==> config.mk <==
export PLATFORM = sky130hd
export DESIGN_NAME = otg_hnp_ctrl
export DESIGN_NICKNAME = d
export VERILOG_FILES = /design/src/rtl/otg_hnp_pkg.sv /design/src/rtl/hnp_idle_timer.sv /design/src/rtl/hnp_tick_cnt.sv /design/src/rtl/hnp_role_fsm.sv /design/src/rtl/otg_hnp_ctrl.sv
export SDC_FILE = /design/constraint.sdc
export NUM_CORES = 1
export LEC_CHECK = 0
export BUFFER_PORTS_ARGS = -buffer_cell sky130_fd_sc_hd__buf_2
export CORE_MARGIN = 1
export CORE_UTILIZATION = 40
export CTS_CLUSTER_DIAMETER = 100
export DETAILED_ROUTE_END_ITERATION = 8
export SLEW_MARGIN = 10
export SYNTH_ARGS = -nofsm -noshare
export SYNTH_HDL_FRONTEND = slang
export SYNTH_SLANG_ARGS = --single-unit
==> constraint.sdc <==
create_clock -name clk -period 2.13 [get_ports clk]
set_input_delay 0.639 -clock clk [delete_from_list [all_inputs] [get_ports clk]]
set_output_delay 0.639 -clock clk [all_outputs]
set_load 0.01 [all_outputs]
==> src/rtl/otg_hnp_pkg.sv <==
package otg_hnp_pkg;
  typedef enum logic [2:0] {
    ST_DEV,
    ST_DISC,
    ST_HIDLE,
    ST_HRST,
    ST_HOST,
    ST_HSUSP
  } role_st_e;

  localparam logic [1:0] LINE_SE0 = 2'b00;
  localparam logic [1:0] LINE_J   = 2'b01;
  localparam logic [1:0] LINE_K   = 2'b10;
endpackage

==> src/rtl/hnp_idle_timer.sv <==
module hnp_idle_timer #(
  parameter int EARLY_MS    = 3,
  parameter int SUSP_GAP_MS = 1
) (
  input  logic clk,
  input  logic rst_n,
  input  logic en,
  input  logic line_j,
  input  logic ms_tick,
  output logic early_susp,
  output logic usb_susp
);
  localparam int SUSP_MS = EARLY_MS + SUSP_GAP_MS;
  localparam int CW      = $clog2(SUSP_MS + 1);

  logic [CW-1:0] idle_ms;

  always_ff @(posedge clk) begin
    if (!rst_n || !en || !line_j) idle_ms <= '0;
    else if (ms_tick && idle_ms != CW'(SUSP_MS)) idle_ms <= idle_ms + 1'b1;
  end

  assign early_susp = (idle_ms >= CW'(EARLY_MS));
  assign usb_susp   = (idle_ms == CW'(SUSP_MS));

  // suspend never shows without the early flag
  assert_susp_order_R2: assert property (@(posedge clk) disable iff (!rst_n)
    usb_susp |-> early_susp);
  // a non-idle line clears the run
  assert_idle_clear_R2: assert property (@(posedge clk) disable iff (!rst_n)
    !line_j |=> !early_susp);
  // outside the device role the timer stays clear
  assert_held_clear_R9: assert property (@(posedge clk) disable iff (!rst_n)
    !en |=> !early_susp);
endmodule

==> src/rtl/hnp_tick_cnt.sv <==
module hnp_tick_cnt #(
  parameter int MAXV = 3,
  localparam int W = $clog2(MAXV + 1)
) (
  input  logic         clk,
  input  logic         rst_n,
  input  logic         clr,
  input  logic         tick,
  input  logic [W-1:0] limit,
  output logic         last
);
  logic [W-1:0] cnt;

  always_ff @(posedge clk) begin
    if (!rst_n || clr) cnt <= '0;
    else if (tick) cnt <= cnt + 1'b1;
  end

  assign last = tick && (cnt == limit - 1'b1);
endmodule

==> src/rtl/hnp_role_fsm.sv <==
module hnp_role_fsm
  import otg_hnp_pkg::*;
#(
  parameter int WIN_MS = 3,
  parameter int RST_MS = 2
) (
  input  logic clk,
  input  logic rst_n,
  input  logic armed,
  input  logic usb_susp,
  input  logic peer_conn,
  input  logic prt_rst_cmd,
  input  logic port_suspend,
  input  logic ms_tick,
  output logic pullup_en,
  output logic pd_en,
  output logic host_mode,
  output logic hns,
  output logic irq,
  output logic req_clr,
  output logic prt_rst_req,
  output logic idle_en
);
  localparam int MAXV = (WIN_MS > RST_MS) ? WIN_MS : RST_MS;
  localparam int W    = $clog2(MAXV + 1);

  role_st_e state, state_nx;
  logic     cnt_last;
  logic     cnt_clr;
  logic [W-1:0] cnt_limit;

  assign cnt_clr   = (state_nx != state);
  assign cnt_limit = (state == ST_HRST) ? W'(RST_MS) : W'(WIN_MS);

  hnp_tick_cnt #(.MAXV(MAXV)) u_win_cnt (
    .clk   (clk),
    .rst_n (rst_n),
    .clr   (cnt_clr),
    .tick  (ms_tick),
    .limit (cnt_limit),
    .last  (cnt_last)
  );

  always_comb begin
    state_nx = state;
    case (state)
      ST_DEV:   if (usb_susp && armed) state_nx = ST_DISC;
      ST_DISC:  if (peer_conn) state_nx = ST_HIDLE;
                else if (cnt_last) state_nx = ST_DEV;
      ST_HIDLE: if (prt_rst_cmd) state_nx = ST_HRST;
      ST_HRST:  if (cnt_last) state_nx = ST_HOST;
      ST_HOST:  if (port_suspend) state_nx = ST_HSUSP;
      ST_HSUSP: if (!peer_conn) state_nx = ST_DEV;
      default:  state_nx = ST_DEV;
    endcase
  end

  always_ff @(posedge clk) begin
    if (!rst_n) begin
      state   <= ST_DEV;
      hns     <= 1'b0;
      irq     <= 1'b0;
      req_clr <= 1'b0;
    end else begin
      state   <= state_nx;
      irq     <= 1'b0;
      req_clr <= 1'b0;
      if (state == ST_DEV && state_nx == ST_DISC) hns <= 1'b0;
      if (state == ST_DISC && state_nx != ST_DISC) begin
        irq     <= 1'b1;
        req_clr <= 1'b1;
        hns     <= (state_nx == ST_HIDLE);
      end
    end
  end

  assign pullup_en   = (state == ST_DEV);
  assign pd_en       = (state != ST_DEV);
  assign host_mode   = (state == ST_HIDLE) || (state == ST_HRST) ||
                       (state == ST_HOST)  || (state == ST_HSUSP);
  assign prt_rst_req = (state == ST_HRST);
  assign idle_en     = (state == ST_DEV);

  assert_no_arm_R3: assert property (@(posedge clk) disable iff (!rst_n)
    (state == ST_DEV && !armed) |=> (state == ST_DEV));
  assert_disc_R4: assert property (@(posedge clk) disable iff (!rst_n)
    (state == ST_DEV && armed && usb_susp) |=> (!pullup_en && pd_en && !host_mode));
  assert_conn_wins_R5: assert property (@(posedge clk) disable iff (!rst_n)
    (state == ST_DISC && peer_conn) |=> (host_mode && hns && irq && req_clr));
  assert_irq_pulse_R6: assert property (@(posedge clk) disable iff (!rst_n)
    irq |=> !irq);
  assert_timeout_R6: assert property (@(posedge clk) disable iff (!rst_n)
    (state == ST_DISC && !peer_conn && cnt_last) |=> (pullup_en && !hns && irq));
  assert_rst_cause_R7: assert property (@(posedge clk) disable iff (!rst_n)
    $rose(prt_rst_req) |-> $past(prt_rst_cmd));
  assert_return_R8: assert property (@(posedge clk) disable iff (!rst_n)
    (state == ST_HSUSP && !peer_conn) |=> (pullup_en && !pd_en && !host_mode));
endmodule

==> src/rtl/otg_hnp_ctrl.sv <==
module otg_hnp_ctrl
  import otg_hnp_pkg::*;
#(
  parameter int EARLY_MS    = 3,
  parameter int SUSP_GAP_MS = 1,
  parameter int WIN_MS      = 3,
  parameter int RST_MS      = 2
) (
  input  logic       clk,
  input  logic       rst_n,
  input  logic       cfg_hnp_cap,
  input  logic       dev_hnp_en,
  input  logic       hnp_req,
  input  logic [1:0] line_state,
  input  logic       ms_tick,
  input  logic       peer_conn,
  input  logic       prt_rst_cmd,
  input  logic       port_suspend,
  output logic       pullup_en,
  output logic       dp_pd_en,
  output logic       dm_pd_en,
  output logic       host_mode,
  output logic       hns,
  output logic       hns_chg_irq,
  output logic       hnp_req_clr,
  output logic       prt_rst_req,
  output logic       early_susp,
  output logic       usb_susp
);
  logic armed;
  logic idle_en;
  logic pd_en;

  assign armed = cfg_hnp_cap && dev_hnp_en && hnp_req;

  hnp_idle_timer #(.EARLY_MS(EARLY_MS), .SUSP_GAP_MS(SUSP_GAP_MS)) u_idle (
    .clk        (clk),
    .rst_n      (rst_n),
    .en         (idle_en),
    .line_j     (line_state == LINE_J),
    .ms_tick    (ms_tick),
    .early_susp (early_susp),
    .usb_susp   (usb_susp)
  );

  hnp_role_fsm #(.WIN_MS(WIN_MS), .RST_MS(RST_MS)) u_fsm (
    .clk          (clk),
    .rst_n        (rst_n),
    .armed        (armed),
    .usb_susp     (usb_susp),
    .peer_conn    (peer_conn),
    .prt_rst_cmd  (prt_rst_cmd),
    .port_suspend (port_suspend),
    .ms_tick      (ms_tick),
    .pullup_en    (pullup_en),
    .pd_en        (pd_en),
    .host_mode    (host_mode),
    .hns          (hns),
    .irq          (hns_chg_irq),
    .req_clr      (hnp_req_clr),
    .prt_rst_req  (prt_rst_req),
    .idle_en      (idle_en)
  );

  assign dp_pd_en = pd_en;
  assign dm_pd_en = pd_en;

  assert_pull_excl_R4: assert property (@(posedge clk) disable iff (!rst_n)
    !(pullup_en && (dp_pd_en || dm_pd_en)));
endmodule

==> metrics <==
Die H=around 44 um; crit path max fanout=14; area post-placement=around 800 um^2; outcome=finished, violations left; Synth top cells by count=dfxtp_1, inv_1, a21oi_1, nand2_1, nor2_1; FFs w/ async S/R, synth=0%; failing checks=DRC; crit end category=output port; initial antenna violation count=0; CTS tree=built; hold crit path type=reg2reg; number of buffers created by CTS=3; Tot GR Track Use=17.34%; vias in the first global route=between 500 and 600; crit path to=pullup_en; Placeable Area=around 1600 um^2; Area growth, synth to finish=16.20%; routability congestion estimate=between 0.7 and 0.8; crit path launch=u_fsm.state[2]$_SDFF_PN0_; clk sinks=10; die area=1949 um^2; Cell Area, Synth=a little over 700 um^2; Synth Flop Type=dfxtp_1; Hold WS=480.8 ps; Synth top area share=28.17%; post-DP HPWL=between 1000 and 1500 um; area leader, netlist=dfxtp_1; Worst EP arrival=1290 ps; reg2reg path depth=4; Fin Clk Skew=~2.6 ps; max_cap viols=0; required time of the critical path=~1500 ps; Worst VDD drop=just under 0.2 mV; class of the most critical setup path=reg2out; post-synthesis instance total=between 80 and 90; DR WL/cell=around 13 um; # hold bufs at CTS=0; type of element launching the critical path=flop; Max Freq=a little over 500 MHz; LEAKAGE=~0.38 nW; post-cts sizing count=0; I/O Buffers=20; clock latency on the worst-skew pair=260 ps; r2r startpoint=u_fsm.state[2]$_SDFF_PN0_; DR pass1 iterations=6; reg-to-reg slack, setup=~630 ps; P per Cell Area=approximately 450 nW/um^2; Rel. slew slack=about 70%; largest net degree at the start of global routing=15; post-route minimum period=around 1900 ps; Root Buffer=clkbuf_4; Initial Utilization=a little under half; first-pass GRT wire length=about 2400 um; Final Hold Vio Count=0; cell row count=14; WL final=1478 um; Netlist cell types=35; H-tree Lvls=1; crit share post-route=about nine tenths; postcts setup bufs=0; Top Ports=21; share of layout cells above drive strength 1=a little under a third; Slew @ Worst Pin=435.2 ps; most frequent cell after synthesis=dfxtp_1; Sum Neg Setup Slack=0 ps; grt ovf=0; Post-synth EDFFs=0; final instance area=between 800 and 900 um^2; post-synthesis sequential area ratio=28.17%; Syn Nets=between 90 and 100; Routed Antenna Nets=0; drt via density=about 5.5; synthesized flop and latch total=10; RSZ-0062 raised after global routing=false; DRC Markers=2; Area contributors post-synth=dfxtp_1, buf_4, ha_1, a21oi_1, nand3b_1; ANT cells=0; Worst-path clk slew=around 60 ps; nets=around 120; initial DRC count=14; Final Max Slew Viols=0; syn avg cell area=roughly 8.7 um^2; Synth Warn #=0; vias=644; Die X=between 40 and 50 um; clk buf depth=2; FF-to-FF End=u_fsm.u_win_cnt.cnt[1]$_SDFFE_PP0P_; fin util=between 50% and 60%; final setup violation count=0
## worst max-delay path, stage by stage (launching register included)
cell and delay [ps]:
dfxtp_1 440, or3_4 390, clkinv_2 70, buf_2 120
## per-stage QoR
step	total power, mW	worst slack [ps]	instances
after floorplan	0.2344	582.1	82
after global placement	0.2526	406.3	114
after detailed placement	0.2524	455.0	114
after CTS	0.3790	194.7	117
after global routing	0.3947	125.6	117
final	0.3757	205.6	117
## kinds of logic after synthesis
family / Yosys count / share of synthesized area [%]
compound gates: 18 / 18.66
flops: 10 / 28.17
fa+ha+maj: 3 / 5.282
mux: 2 / 2.817
xor+xnor: 4 / 4.930
simple gates: 31 / 29.75
buf+inv: 14 / 10.39
## layout make-up
type                       instances  area [um^2]
sequential                        10        200.2
inverter                           8        31.28
tap                               16        20.02
timing repair buffer              22        115.1
fill                             152        750.7
clock buffer                       3        22.52
multi-input combinational         58        436.7
## cell usage in the layout, fill, tap and decap left out
cell       count
nand3b_1       4
inv_1          7
nor2b_1        1
and4_1         1
and4b_1        1
a2111oi_0      2
a211oi_2       1
clkinv_2       1
a311oi_2       1
nand2b_1       1
or3_4          1
o31ai_1        1
buf_2         20
and2_1         1
and3b_1        2
a31oi_1        2
buf_4          2
nand3_1        1
o21ai_0        2
a211o_1        1
nand4b_4       1
nand4_1        2
xor2_1         2
nor3b_1        1
a21oi_1        6
clkbuf_4       3
mux2i_1        2
nor2_1         6
and3_1         1
nor4b_2        1
o221a_2        1
ha_1           3
dfxtp_1       10
xnor2_1        2
a22oi_1        1
nand2_1        6
## how the worst min path moves through the flow
| stage | start | end | depth (start not counted) |
|---|---|---|---|
| final | u_idle.idle_ms[1]$_SDFFE_PP0P_ | u_idle.idle_ms[1]$_SDFFE_PP0P_ | 2 |
| after floorplan | u_idle.idle_ms[1]$_SDFFE_PP0P_ | u_idle.idle_ms[1]$_SDFFE_PP0P_ | 2 |
| after global placement | u_idle.idle_ms[1]$_SDFFE_PP0P_ | u_idle.idle_ms[1]$_SDFFE_PP0P_ | 2 |
| after CTS | u_idle.idle_ms[1]$_SDFFE_PP0P_ | u_idle.idle_ms[1]$_SDFFE_PP0P_ | 2 |
| after detailed placement | u_idle.idle_ms[1]$_SDFFE_PP0P_ | u_idle.idle_ms[1]$_SDFFE_PP0P_ | 2 |
| after global routing | u_idle.idle_ms[1]$_SDFFE_PP0P_ | u_idle.idle_ms[1]$_SDFFE_PP0P_ | 2 |
## per-layer routing
| layer | share of wire [%] | track usage, % | up-vias |
|---|---|---|---|
| met4 | 0.74 | 9.091 | 0 |
| li1 | - | - | 332 |
| met3 | 6.3 | 4.082 | 2 |
| met2 | 45 | 26.76 | 23 |
| met1 | 48 | 22.42 | 287 |
| met5 | 0 | 0 | - |
## power by group
group | leakage, nW | switching, mW | internal (mW) | total (mW)
combinational | 0.281 | 0.0253 | 0.0237 | 0.0490
clock | 0.0138 | 0.0618 | 0.0652 | 0.127
sequential | 0.0810 | 0.00734 | 0.192 | 0.200
## registers in the layout (all words and copies together) (netlist names)
register and flops:
u_fsm.state 3, u_fsm.irq 1, u_idle.idle_ms 3, u_fsm.u_win_cnt.cnt 2
u_fsm.hns 1
Note: power is estimated with default switching activity, not from simulation.
